File: config.mk
export PLATFORM = sky130hd
export DESIGN_NAME = intr_gather
export DESIGN_NICKNAME = d
export VERILOG_FILES = /design/src/rtl/intr_gather_pkg.sv /design/src/rtl/intr_sync.sv /design/src/rtl/intr_line_bank.sv /design/src/rtl/intr_regs.sv /design/src/rtl/intr_rst_pulse.sv /design/src/rtl/intr_gather.sv
export SDC_FILE = /design/constraint.sdc
export NUM_CORES = 1
export LEC_CHECK = 0
export BUFFER_PORTS_ARGS = -buffer_cell sky130_fd_sc_hd__buf_2
export CAP_MARGIN = 20
export CORE_UTILIZATION = 65
export CTS_BUF_LIST = sky130_fd_sc_hd__clkbuf_4 sky130_fd_sc_hd__clkbuf_8
export CTS_CLUSTER_SIZE = 12
export DETAILED_ROUTE_END_ITERATION = 12
export HOLD_SLACK_MARGIN = 0.03
export PLACE_DENSITY_LB_ADDON = 0.1
export SYNTH_ARGS = -nofsm -noshare
export SYNTH_HDL_FRONTEND = slang
export SYNTH_SLANG_ARGS = --single-unit
File: constraint.sdc
create_clock -name clk -period 16.23 [get_ports clk]
set_clock_uncertainty 0.05 [all_clocks]
set_input_delay 2.4345 -clock clk [delete_from_list [all_inputs] [get_ports clk]]
set_output_delay 2.4345 -clock clk [all_outputs]
set_load 0.1 [all_outputs]
File: src/rtl/intr_gather_pkg.sv
package intr_gather_pkg;
  localparam int unsigned REG_ADDR_W = 3;
  typedef enum logic [REG_ADDR_W-1:0] {
    A_ENABLE = 3'd0,
    A_EDGE   = 3'd1,
    A_POL    = 3'd2,
    A_CLEAR  = 3'd3,
    A_SUMM   = 3'd4,
    A_BRST   = 3'd5
  } reg_addr_e;
endpackage

File: src/rtl/intr_sync.sv
module intr_sync #(
  parameter int unsigned W = 32,
  parameter logic [W-1:0] IDLE = '0
) (
  input  logic         clk,
  input  logic         rst_n,
  input  logic [W-1:0] d_in,
  output logic [W-1:0] d_out
);
  logic [W-1:0] stage1_q, stage2_q;

  always_ff @(posedge clk or negedge rst_n) begin
    if (!rst_n) begin
      stage1_q <= IDLE;
      stage2_q <= IDLE;
    end else begin
      stage1_q <= d_in;
      stage2_q <= stage1_q;
    end
  end

  assign d_out = stage2_q;
endmodule

File: src/rtl/intr_line_bank.sv
module intr_line_bank #(
  parameter int unsigned N = 32,
  parameter logic [N-1:0] RSVD = '0
) (
  input  logic         clk,
  input  logic         rst_n,
  input  logic [N-1:0] lvl,
  input  logic [N-1:0] pol,
  input  logic [N-1:0] edge_sel,
  input  logic [N-1:0] clr_hold,
  input  logic [N-1:0] clr_strobe,
  output logic [N-1:0] pend
);
  for (genvar i = 0; i < N; i++) begin : g_line
    if (RSVD[i]) begin : g_rsvd
      assign pend[i] = 1'b0;
    end else begin : g_live
      logic act, act_q, pend_q, pend_d;

      assign act = pol[i] ? lvl[i] : ~lvl[i];

      always_comb begin
        if (edge_sel[i]) begin
          pend_d = clr_hold[i] ? 1'b0 : (pend_q | (act & ~act_q));
        end else begin
          pend_d = act & ~clr_strobe[i];
        end
      end

      always_ff @(posedge clk or negedge rst_n) begin
        if (!rst_n) begin
          act_q  <= 1'b0;
          pend_q <= 1'b0;
        end else begin
          act_q  <= act;
          pend_q <= pend_d;
        end
      end

      assign pend[i] = pend_q;
    end
  end
endmodule

File: src/rtl/intr_regs.sv
module intr_regs
  import intr_gather_pkg::*;
#(
  parameter int unsigned N = 32,
  parameter logic [N-1:0] POL_INIT = '0,
  parameter logic [N-1:0] KEY = '0
) (
  input  logic                  clk,
  input  logic                  rst_n,
  input  logic                  we,
  input  logic [REG_ADDR_W-1:0] addr,
  input  logic [N-1:0]          wdata,
  input  logic [N-1:0]          summary,
  output logic [N-1:0]          rdata,
  output logic [N-1:0]          enable_q,
  output logic [N-1:0]          edge_q,
  output logic [N-1:0]          pol_q,
  output logic [N-1:0]          clr_hold,
  output logic [N-1:0]          clr_strobe,
  output logic                  key_hit
);
  logic [N-1:0] clr_q;
  logic         wr_en, wr_edge, wr_pol, wr_clr;

  assign wr_en   = we && (addr == A_ENABLE);
  assign wr_edge = we && (addr == A_EDGE);
  assign wr_pol  = we && (addr == A_POL);
  assign wr_clr  = we && (addr == A_CLEAR);
  assign key_hit = we && (addr == A_BRST) && (wdata == KEY);

  always_ff @(posedge clk or negedge rst_n) begin
    if (!rst_n) begin
      enable_q <= '0;
      edge_q   <= '0;
      pol_q    <= POL_INIT;
      clr_q    <= '0;
    end else begin
      if (wr_en)   enable_q <= wdata;
      if (wr_edge) edge_q   <= wdata;
      if (wr_pol)  pol_q    <= wdata;
      if (wr_clr)  clr_q    <= wdata;
    end
  end

  assign clr_strobe = wr_clr ? wdata : '0;
  assign clr_hold   = clr_q | clr_strobe;

  always_comb begin
    unique case (addr)
      A_ENABLE: rdata = enable_q;
      A_EDGE:   rdata = edge_q;
      A_POL:    rdata = pol_q;
      A_CLEAR:  rdata = clr_q;
      A_SUMM:   rdata = summary;
      default:  rdata = '0;
    endcase
  end
endmodule

File: src/rtl/intr_rst_pulse.sv
module intr_rst_pulse #(
  parameter int unsigned LEN = 16
) (
  input  logic clk,
  input  logic rst_n,
  input  logic fire,
  output logic pulse
);
  localparam int unsigned CW = $clog2(LEN + 1);
  logic [CW-1:0] cnt_q, cnt_d;

  always_comb begin
    if (fire)             cnt_d = CW'(LEN);
    else if (cnt_q != '0) cnt_d = cnt_q - 1'b1;
    else                  cnt_d = cnt_q;
  end

  always_ff @(posedge clk or negedge rst_n) begin
    if (!rst_n) cnt_q <= '0;
    else        cnt_q <= cnt_d;
  end

  assign pulse = (cnt_q != '0);
endmodule

File: src/rtl/intr_gather.sv
module intr_gather
  import intr_gather_pkg::*;
#(
  parameter int unsigned  NUM_LINES  = 32,
  parameter logic [NUM_LINES-1:0] IMPL_MASK = 32'h800F_FFFF,
  parameter logic [NUM_LINES-1:0] RSVD_MASK = 32'h7FF0_0000,
  parameter logic [NUM_LINES-1:0] POL_INIT  = 32'h8000_0000,
  parameter logic [NUM_LINES-1:0] RST_KEY   = 32'h0000_DEAD,
  parameter int unsigned  RST_CYCLES = 16
) (
  input  logic                  clk,
  input  logic                  rst_n,
  input  logic [NUM_LINES-1:0]  irq_lines,
  input  logic                  bus_we,
  input  logic [REG_ADDR_W-1:0] bus_addr,
  input  logic [NUM_LINES-1:0]  bus_wdata,
  output logic [NUM_LINES-1:0]  bus_rdata,
  output logic                  irq_out,
  output logic                  board_rst
);
  logic                 rst_meta_q, srst_n;
  logic [NUM_LINES-1:0] lvl_s, pend, summary;
  logic [NUM_LINES-1:0] enable_q, edge_q, pol_q, clr_hold, clr_strobe;
  logic                 key_hit, irq_d, irq_q;

  always_ff @(posedge clk or negedge rst_n) begin
    if (!rst_n) begin
      rst_meta_q <= 1'b0;
      srst_n     <= 1'b0;
    end else begin
      rst_meta_q <= 1'b1;
      srst_n     <= rst_meta_q;
    end
  end

  intr_sync #(.W(NUM_LINES), .IDLE(~POL_INIT)) u_sync (
    .clk(clk), .rst_n(srst_n), .d_in(irq_lines), .d_out(lvl_s)
  );

  intr_regs #(.N(NUM_LINES), .POL_INIT(POL_INIT), .KEY(RST_KEY)) u_regs (
    .clk(clk), .rst_n(srst_n), .we(bus_we), .addr(bus_addr),
    .wdata(bus_wdata), .summary(summary), .rdata(bus_rdata),
    .enable_q(enable_q), .edge_q(edge_q), .pol_q(pol_q),
    .clr_hold(clr_hold), .clr_strobe(clr_strobe), .key_hit(key_hit)
  );

  intr_line_bank #(.N(NUM_LINES), .RSVD(RSVD_MASK)) u_bank (
    .clk(clk), .rst_n(srst_n), .lvl(lvl_s), .pol(pol_q),
    .edge_sel(edge_q), .clr_hold(clr_hold), .clr_strobe(clr_strobe),
    .pend(pend)
  );

  intr_rst_pulse #(.LEN(RST_CYCLES)) u_pulse (
    .clk(clk), .rst_n(srst_n), .fire(key_hit), .pulse(board_rst)
  );

  assign summary = pend & IMPL_MASK;
  assign irq_d   = |(summary & enable_q);

  always_ff @(posedge clk or negedge srst_n) begin
    if (!srst_n) irq_q <= 1'b0;
    else         irq_q <= irq_d;
  end

  assign irq_out = irq_q;
endmodule

==> impl_results.md, run 1 <==
* Hold-fix buffers at CTS at 0
* Number of diodes at 0
* Nets at ~830
* Worst rel slew slack at 0.3911
* Netlist Area Pre-Place at about 0.0095 mm^2
* CTS root buf: clkbuf_8
* Final Cell Area at 0.01089 mm^2
* Bufs on Longest Clock Path at 3
* Final worst slack at between 8 and 9 ns
* Port Buffers at 92
* Minimum clock period at 7.322 ns
* Cts repair resizes at 0
* Via-per-instance ratio at 6.149
* Ordered cell list for the critical path: buf_2 -> buf_4 -> nor3b_2 -> buf_4 -> a221o_1 -> buf_2
* Seq pwr share at 0.459
* Post-synthesis sequential area ratio at 0.5828
* HP Class: reg -> async
* Setup CP Type: in -> out
* Die Ht at around 120 um
* DP Worst Slack at roughly 8.9 ns
* Number of max-cap violations at 0
* Leak pwr at roughly 5 nW
* Gr ovfl total at 0
* CP max FO at 37
* Final Util at 0.7724
* Yosys Warn Count at 0
* Power Internal at 0.001125 W
* Row cnt at between 40 and 50
* Post-DP HPWL at 13270 um
* Sw Share at 0.3184
* Clock Power Share at 0.307
* CP Data Arrival Time at 4.84 ns
* CP max-delay cell: nor3b_2
* Top FF cell, synth: dfrtp_1
* Die X-Extent at 123.1 um
* Delay of the slowest critical-path stage at 0.67 ns
* Placer Congestion at 0.8049
* Via count at between 5000 and 6000
* TritonCTS clock tree: done
* Routed WL at around 21000 um
* Number of global-route vias before repair at between 6000 and 7000
* Setup slack, reg-to-reg at about 14 ns
* Synth Instances at 646
* Post-synth top area share at 0.4698
* Combinational share of power at 0.234
* Max Clock Freq at ~0.14 GHz
* Synth unique cells at 45
* Top cells by area, synth: dfrtp_1 (47%), dfstp_2 (11%), mux2_4 (9.4%)
* Number of synthesized flops with an enable pin at 0
* CP required at between 10 and 15 ns
* Final hold violations at 0
* Overall Global Routing Usage at 0.2929
* Starting Density at 0.6764
* Final setup TNS at 0 ns
* Syn nets at slightly above 700
* Die Footprint at roughly 0.015 mm^2
* Tcrit/Tclk final at 0.4511
* Psw at around 0.00053 W
* Async S/R FF share, synth at 1.000
* Total CTS buffers at 37
* # clock sinks at 220
* Max IR drop VDD at 115.4 uV
* DRT iter0 DRCs at 370
* Unrepaired setup endpoints after global routing: false
* Tightest Pin Transition at slightly above 0.9 ns
* DP Area at slightly above 0.01 mm^2
* Worst Setup Start Kind: input port
* Worst-Skew Late Latency at roughly 0.53 ns
* Share of layout cells above drive strength 1 at 0.3737
* CP Buf/Inv Count at 4
* Crit end category: primary output
* Most common cell in the synthesized netlist: dfrtp_1
* Core ar. at about 0.014 mm^2
* Initial antenna violation count at 0
* Status: finished, final reports clean
* Antenna-violating nets left at 0
* H-tree lvl count at 2
* Dominant cell type by area after synthesis: dfrtp_1
* Pin count of the biggest net entering global routing at 86
* Avg Cell Area, Syn at between 10 and 15 um^2
* Drt wl/cell at roughly 22 um
* First-pass GRT wire length at 33110 um
* Final setup fails at 0
* Clock transition at path regs at approximately 0.06 ns
* Pwr Density at around 150 mW/mm^2
* Boundary pin count at 104
* Top delay family on crit path: buffers and inverters
* Synth cell count leaders: dfrtp_1 (179), mux2_1 (68), mux2_4 (60)
* Area grow syn2layout at 14.20%
* Iteration count of the initial detailed-routing pass at 4
* Number of setup buffers added after CTS at 0
* Pins Over Slew Limit at 0
* DRC at 0
* Yosys reg bits at 220
==> power by group through the flow <==
stage / registers, W / clock network, W / logic, W
detailed placement: 0.000764 / 0 / 0.000381
CTS: 0.000756 / 0.000515 / 0.000384
finish: 0.000757 / 0.000506 / 0.000386
global placement: 0.000754 / 0 / 0.000367
global route: 0.000768 / 0.000540 / 0.000411
floorplan: 0.000738 / 0 / 0.000313
==> metrics by stage <==
stage,instances,power (W),hold slack (ns)
after floorplan,646,0.001051,0.2812
after global placement,895,0.001121,0.2893
after detailed placement,896,0.001145,0.2917
after CTS,962,0.001655,0.2964
after global routing,964,0.001718,0.3014
final,964,0.001650,0.2584
==> cells by family after synthesis <==
| logic type | synth area share |
|---|---|
| XOR/XNOR | 0.02113 |
| buffers and inverters | 0.03753 |
| flip-flops | 0.5828 |
| multiplexers | 0.2228 |
| AND/OR/NAND/NOR | 0.04107 |
| adder cells (fa/ha/maj) | 0.001312 |
| AO/OA/AOI/OAI | 0.09291 |
| other | 0.0003933 |
==> final cells by class <==
cell class | count | area [um^2]
inverters | 24 | 90.09
fillers | 866 | 3208
clock buffers | 62 | 759.5
multi-input cells | 370 | 3640
flip-flops and latches | 220 | 5560
repair buffers | 104 | 590.6
clock inverters | 4 | 22.52
well taps | 180 | 225.2
==> cell usage in the layout, fill, tap and decap left out, types with 2 or more instances in the layout <==
| master | n |
|---|---|
| nand4_1 | 5 |
| a2bb2oi_1 | 21 |
| and4b_1 | 2 |
| xnor2_1 | 2 |
| mux4_2 | 11 |
| nor4_1 | 4 |
| clkbuf_8 | 47 |
| nand2_1 | 23 |
| inv_1 | 23 |
| clkinv_2 | 3 |
| o21ai_0 | 3 |
| o22a_1 | 21 |
| a21oi_1 | 22 |
| mux2i_1 | 21 |
| buf_4 | 9 |
| mux2_1 | 68 |
| o21ai_1 | 18 |
| a221o_1 | 21 |
| mux2_4 | 60 |
| nor2_1 | 4 |
| nor2b_1 | 13 |
| xor2_1 | 21 |
| a22oi_1 | 9 |
| dfstp_2 | 41 |
| buf_2 | 92 |
| clkbuf_4 | 15 |
| or3_1 | 2 |
| nand3_1 | 2 |
| dfrtp_1 | 178 |
==> metal layers <==
layer | routed length, um | GRT usage
met1 | 9425 | 0.3945
met2 | 10390 | 0.4744
met3 | 935 | 0.05766
met4 | 387 | 0.1114
met5 | 0 | 0
==> worst paths after layout <==
| check | start | end | cells after the start |
|---|---|---|---|
| min in group clk | u_sync.stage1_q[0] | u_sync.d_out[0] | 0 |
| hold / removal | srst_n | u_regs.pol_q[0] | 0 |
| max in group asynchronous | srst_n | u_sync.d_out[11] | 3 |
| setup / recovery | bus_addr[1] | bus_rdata[15] | 6 |
| hold reg to reg | srst_n | u_regs.pol_q[0] | 0 |
| setup reg to reg | srst_n | u_sync.d_out[11] | 3 |
==> registers in the layout (all words and copies together), names as in the netlist <==
register,count
u_regs.clr_q,32
u_regs.edge_q,32
u_regs.enable_q,32
u_regs.pol_q,32
u_bank.g_line.g_live.act_q,21
u_bank.g_line.g_live.pend_q,21
u_sync.d_out,21
u_sync.stage1_q,21
u_pulse.cnt_q,5
irq_out,1
rst_meta_q,1
srst_n,1
Note: power is estimated with default switching activity, not from simulation.
==> inputs of run 2 (changes only) <==
--- a/config.mk
+++ b/config.mk
@@ -5,9 +5,10 @@
 export SDC_FILE = /design/constraint.sdc
 export NUM_CORES = 1
 export LEC_CHECK = 0
+export ABC_AREA = 1
 export BUFFER_PORTS_ARGS = -buffer_cell sky130_fd_sc_hd__buf_2
 export CAP_MARGIN = 20
-export CORE_UTILIZATION = 65
+export CORE_UTILIZATION = 55
 export CTS_BUF_LIST = sky130_fd_sc_hd__clkbuf_4 sky130_fd_sc_hd__clkbuf_8
 export CTS_CLUSTER_SIZE = 12
 export DETAILED_ROUTE_END_ITERATION = 12
==> constraint.sdc (replaced) <==
create_clock -name clk -period 6.66 [get_ports clk]
set_clock_uncertainty 0.05 [all_clocks]
set_input_delay 0.999 -clock clk [delete_from_list [all_inputs] [get_ports clk]]
set_output_delay 0.999 -clock clk [all_outputs]
set_load 0.1 [all_outputs]
==> run 2 against run 1 <==
  * Setup slack got worse by 6.3 ns
  * Final area is 4.1% lower
  * Count of clock-buffer cells in the layout increased by 4
  * Routed wire length shrank 4.4%
  * Non-clock buffer count fell by 3
  * Combinational power increased by 74%
  * Utilization decreased by 12 points
  * Register-to-register slack lost 9.2 ns
  * Flip-flop and latch count is the same
==> impl_results.md, run 2 <==
* Die X-Extent at 130.2 um (was 123.1 um)
* Number of global-route vias before repair at 6395 (was 6264)
* Pin count of the biggest net entering global routing at 65 (was 86)
* Fill count at 1358 (was 866)
* Reg-to-reg endpoint: u_regs.pol_q[27] (was u_sync.d_out[11])
* Iteration count of the initial detailed-routing pass at 5 (was 4)
* TritonCTS clock tree: done (unchanged)
* Worst rel slew slack at 0.3613 (was 0.3911)
* Initial antenna violation count at 0 (unchanged)
* First-pass GRT wire length at 32390 um (was 33110 um)
* Final setup TNS at 0 ns (unchanged)
* Die Ht at 130.2 um (was 123.1 um)
* Proportion of synthesized area in mux cells at 0 (was 0.2228)
* Reg area at 0.005560 mm^2 (unchanged)
* Total CTS buffers at 37 (unchanged)
* Post-synth top area share at 0.4954 (was 0.4698)
* Netlist Area Pre-Place at 0.009041 mm^2 (was 0.009534 mm^2)
* DRT iter0 DRCs at 450 (was 370)
* Nets at 1142 (was 828)
* Setup slack, reg-to-reg at 4.98 ns (was 14.16 ns)
* Synth Area in Simple Gates at 0.1883 (was 0.04108)
* Boundary pin count at 104 (unchanged)
* CP required at 5.61 ns (was 13.75 ns)
* Largest family of logic cells by synthesized area: simple AND/OR/NAND/NOR gates (was multiplexers)
* CP max FO at 23 (was 37)
* Syn nets at 1043 (was 717)
* Worst-Skew Late Latency at 0.52 ns (was 0.53 ns)
* Status: finished, final reports clean (unchanged)
* Synth cell count leaders: nand2_1 (309), dfrtp_1 (179), o21ai_0 (83) (was dfrtp_1 (179), mux2_1 (68), mux2_4 (60))
* Setup CP Type: in -> out (unchanged)
* Leak pwr at 5.102 nW (was 5.031 nW)
* CTS root buf: clkbuf_8 (unchanged)
* Gr ovfl total at 0 (unchanged)
* DRC at 0 (unchanged)
* # clock sinks at 220 (unchanged)
* Footprint of the multi-input gates at 0.003028 mm^2 (was 0.003640 mm^2)
* Final Util at 0.6547 (was 0.7724)
* Number of setup buffers added after CTS at 0 (unchanged)
* Dominant cell type by area after synthesis: dfrtp_1 (unchanged)
* Pwr Density at 352.0 mW/mm^2 (was 151.5 mW/mm^2)
* Die Footprint at 0.01695 mm^2 (was 0.01516 mm^2)
* Max Clock Freq at around 0.25 GHz
* CP Data Arrival Time at 3.00 ns (was 4.84 ns)
* Tightest Pin Transition at 0.9570 ns (was 0.9114 ns)
* Number of max-cap violations at 0 (unchanged)
* Max IR drop VDD at 194.4 uV (was 115.4 uV)
* Number of diodes at 0 (unchanged)
* Overall Global Routing Usage at 0.2503 (was 0.2929)
* Worst Setup SP: bus_addr[0] (was bus_addr[1])
* Pins Over Slew Limit at 0 (unchanged)
* Top cells by area, synth: dfrtp_1 (50%), nand2_1 (13%), dfstp_2 (12%) (was dfrtp_1 (47%), dfstp_2 (11%), mux2_4 (9.4%))
* Row cnt at 46 (was 43)
* Post-DP HPWL at 12370 um (was 13270 um)
* Worst Setup Start Kind: input port (unchanged)
* Area grow syn2layout at 15.44% (was 14.20%)
* Top FF cell, synth: dfrtp_1 (unchanged)
* Core ar. at 0.01594 mm^2 (was 0.01410 mm^2)
* Port Buffers at 92 (unchanged)
* Cts repair resizes at 0 (unchanged)
* Via-per-instance ratio at 5.217 (was 6.149)
* Hold-fix buffers at CTS at 0 (unchanged)
* Final Cell Area at 0.01044 mm^2 (was 0.01089 mm^2)
* Clock transition at path regs at 0.05 ns (was 0.06 ns)
* Number of synthesized flops with an enable pin at 0 (unchanged)
* Synth Instances at 972 (was 646)
* Reg-to-reg startpoint: srst_n (unchanged)
* Unrepaired setup endpoints after global routing: false (unchanged)
* Most common cell after layout, fill and taps aside: nand2_1 (was dfrtp_1)
* Share of layout cells above drive strength 1 at 0.2018 (was 0.3737)
* Async S/R FF share, synth at 1.000 (unchanged)
* Critical Path Sink: bus_rdata[23] (was bus_rdata[15])
* Synth unique cells at 24 (was 45)
* Via count at 6866 (was 5928)
* Avg Cell Area, Syn at 9.302 um^2 (was 14.76 um^2)
* Final setup fails at 0 (unchanged)
* Routed WL at 20220 um (was 21140 um)
* Drt wl/cell at 15.36 um (was 21.93 um)
* HP Class: in -> async (was reg -> async)
* H-tree lvl count at 2 (unchanged)
* Most common cell in the synthesized netlist: nand2_1 (was dfrtp_1)
* Yosys Warn Count at 0 (unchanged)
* Post-synthesis sequential area ratio at 0.6146 (was 0.5828)
* Antenna-violating nets left at 0 (unchanged)
* Most frequent cells in the layout: nand2_1 (309), dfrtp_1 (178), buf_2 (92) (was dfrtp_1 (178), buf_2 (92), mux2_1 (68))
* Worst Reg-to-Reg Cells at 1 (was 3)
* XOR/XNOR Fraction of Synth Area at 0.02325 (was 0.02113)
* Crit end category: primary output (unchanged)
* Post-synthesis compound-gate area fraction at 0.1215 (was 0.09291)
* Minimum clock period at 4.048 ns
* Starting Density at 0.5671 (was 0.6764)
* Tcrit/Tclk final at 0.6078
* Yosys reg bits at 220 (unchanged)
* Placer Congestion at 0.8037 (was 0.8049)
* Bufs on Longest Clock Path at 3 (unchanged)
* Synth Area in Adders at 0.001384 (was 0.001312)
* DP Area at 0.009642 mm^2 (was 0.01006 mm^2)
* Final hold violations at 0 (unchanged)
run 2: changes by cell type after synthesis, sizes merged, moves of 22 or more:
cell,change
nand3,+34
nor2,+37
mux2,-128
o21ai,+141
a22oi,+22
nand2,+290
inv,+44
run 2: layer usage:
| layer | global-route usage | vias up | routed length [um] |
|---|---|---|---|
| li1 | - | 3371 | - |
| met1 | 0.3585 | 3271 | 9429 |
| met2 | 0.3830 | 185 | 9214 |
| met3 | 0.04674 | 39 | 1156 |
| met4 | 0.08960 | 0 | 415 |
| met5 | 0 | - | 0 |
run 2: stage by stage:
step	hold slack, ns	power, W	setup WS [ns]	instances
finish	0.2105	0.003674	2.612	1316
global route	0.1830	0.003863	2.501	1316
CTS	0.1738	0.003704	2.606	1316
detailed placement	0.2895	0.002436	2.607	1248
global placement	0.2835	0.002420	2.607	1248
floorplan	0.2812	0.002271	0.09694	972
run 2: final cells by class:
type | count | share of cell area
multi-input cells | 643 | 0.2901
clock buffers | 66 | 0.07504
clock inverters | 2 | 0.001199
flip-flops and latches | 220 | 0.5327
well taps | 216 | 0.02589
repair buffers | 101 | 0.05059
inverters | 68 | 0.02445
run 2: how the worst min path moves through the flow:
stage / startpoint / end / slack, ns
floorplan: rst_meta_q / srst_n / 0.28
global placement: u_sync.stage1_q[31] / u_sync.d_out[31] / 0.28
detailed placement: rst_meta_q / srst_n / 0.29
CTS: rst_n / srst_n / 0.17
global route: rst_n / srst_n / 0.18
finish: rst_n / srst_n / 0.21
run 2: cell families after synthesis:
family	after synthesis
xor gates and xnor gates	24
AOI/OAI and AO/OA	204
DFF	220
other	1
buffers and inverters	109
adders and majority gates	1
and+or+nand+nor	413
run 2: worst max-delay path, stage by stage:
cell	delay, ns
buf_2	0.16
inv_2	0.07
nor2_1	0.11
nand2_2	0.40
inv_1	0.54
a22oi_1	0.13
nand3_1	0.14
buf_2	0.44
run 2: where the power goes:
group | internal (W) | total [W] | switching, W
Sequential | 0.00159 | 0.00175 | 0.000163
Clock | 0.000734 | 0.00125 | 0.000521
Combinational | 0.000189 | 0.000672 | 0.000482
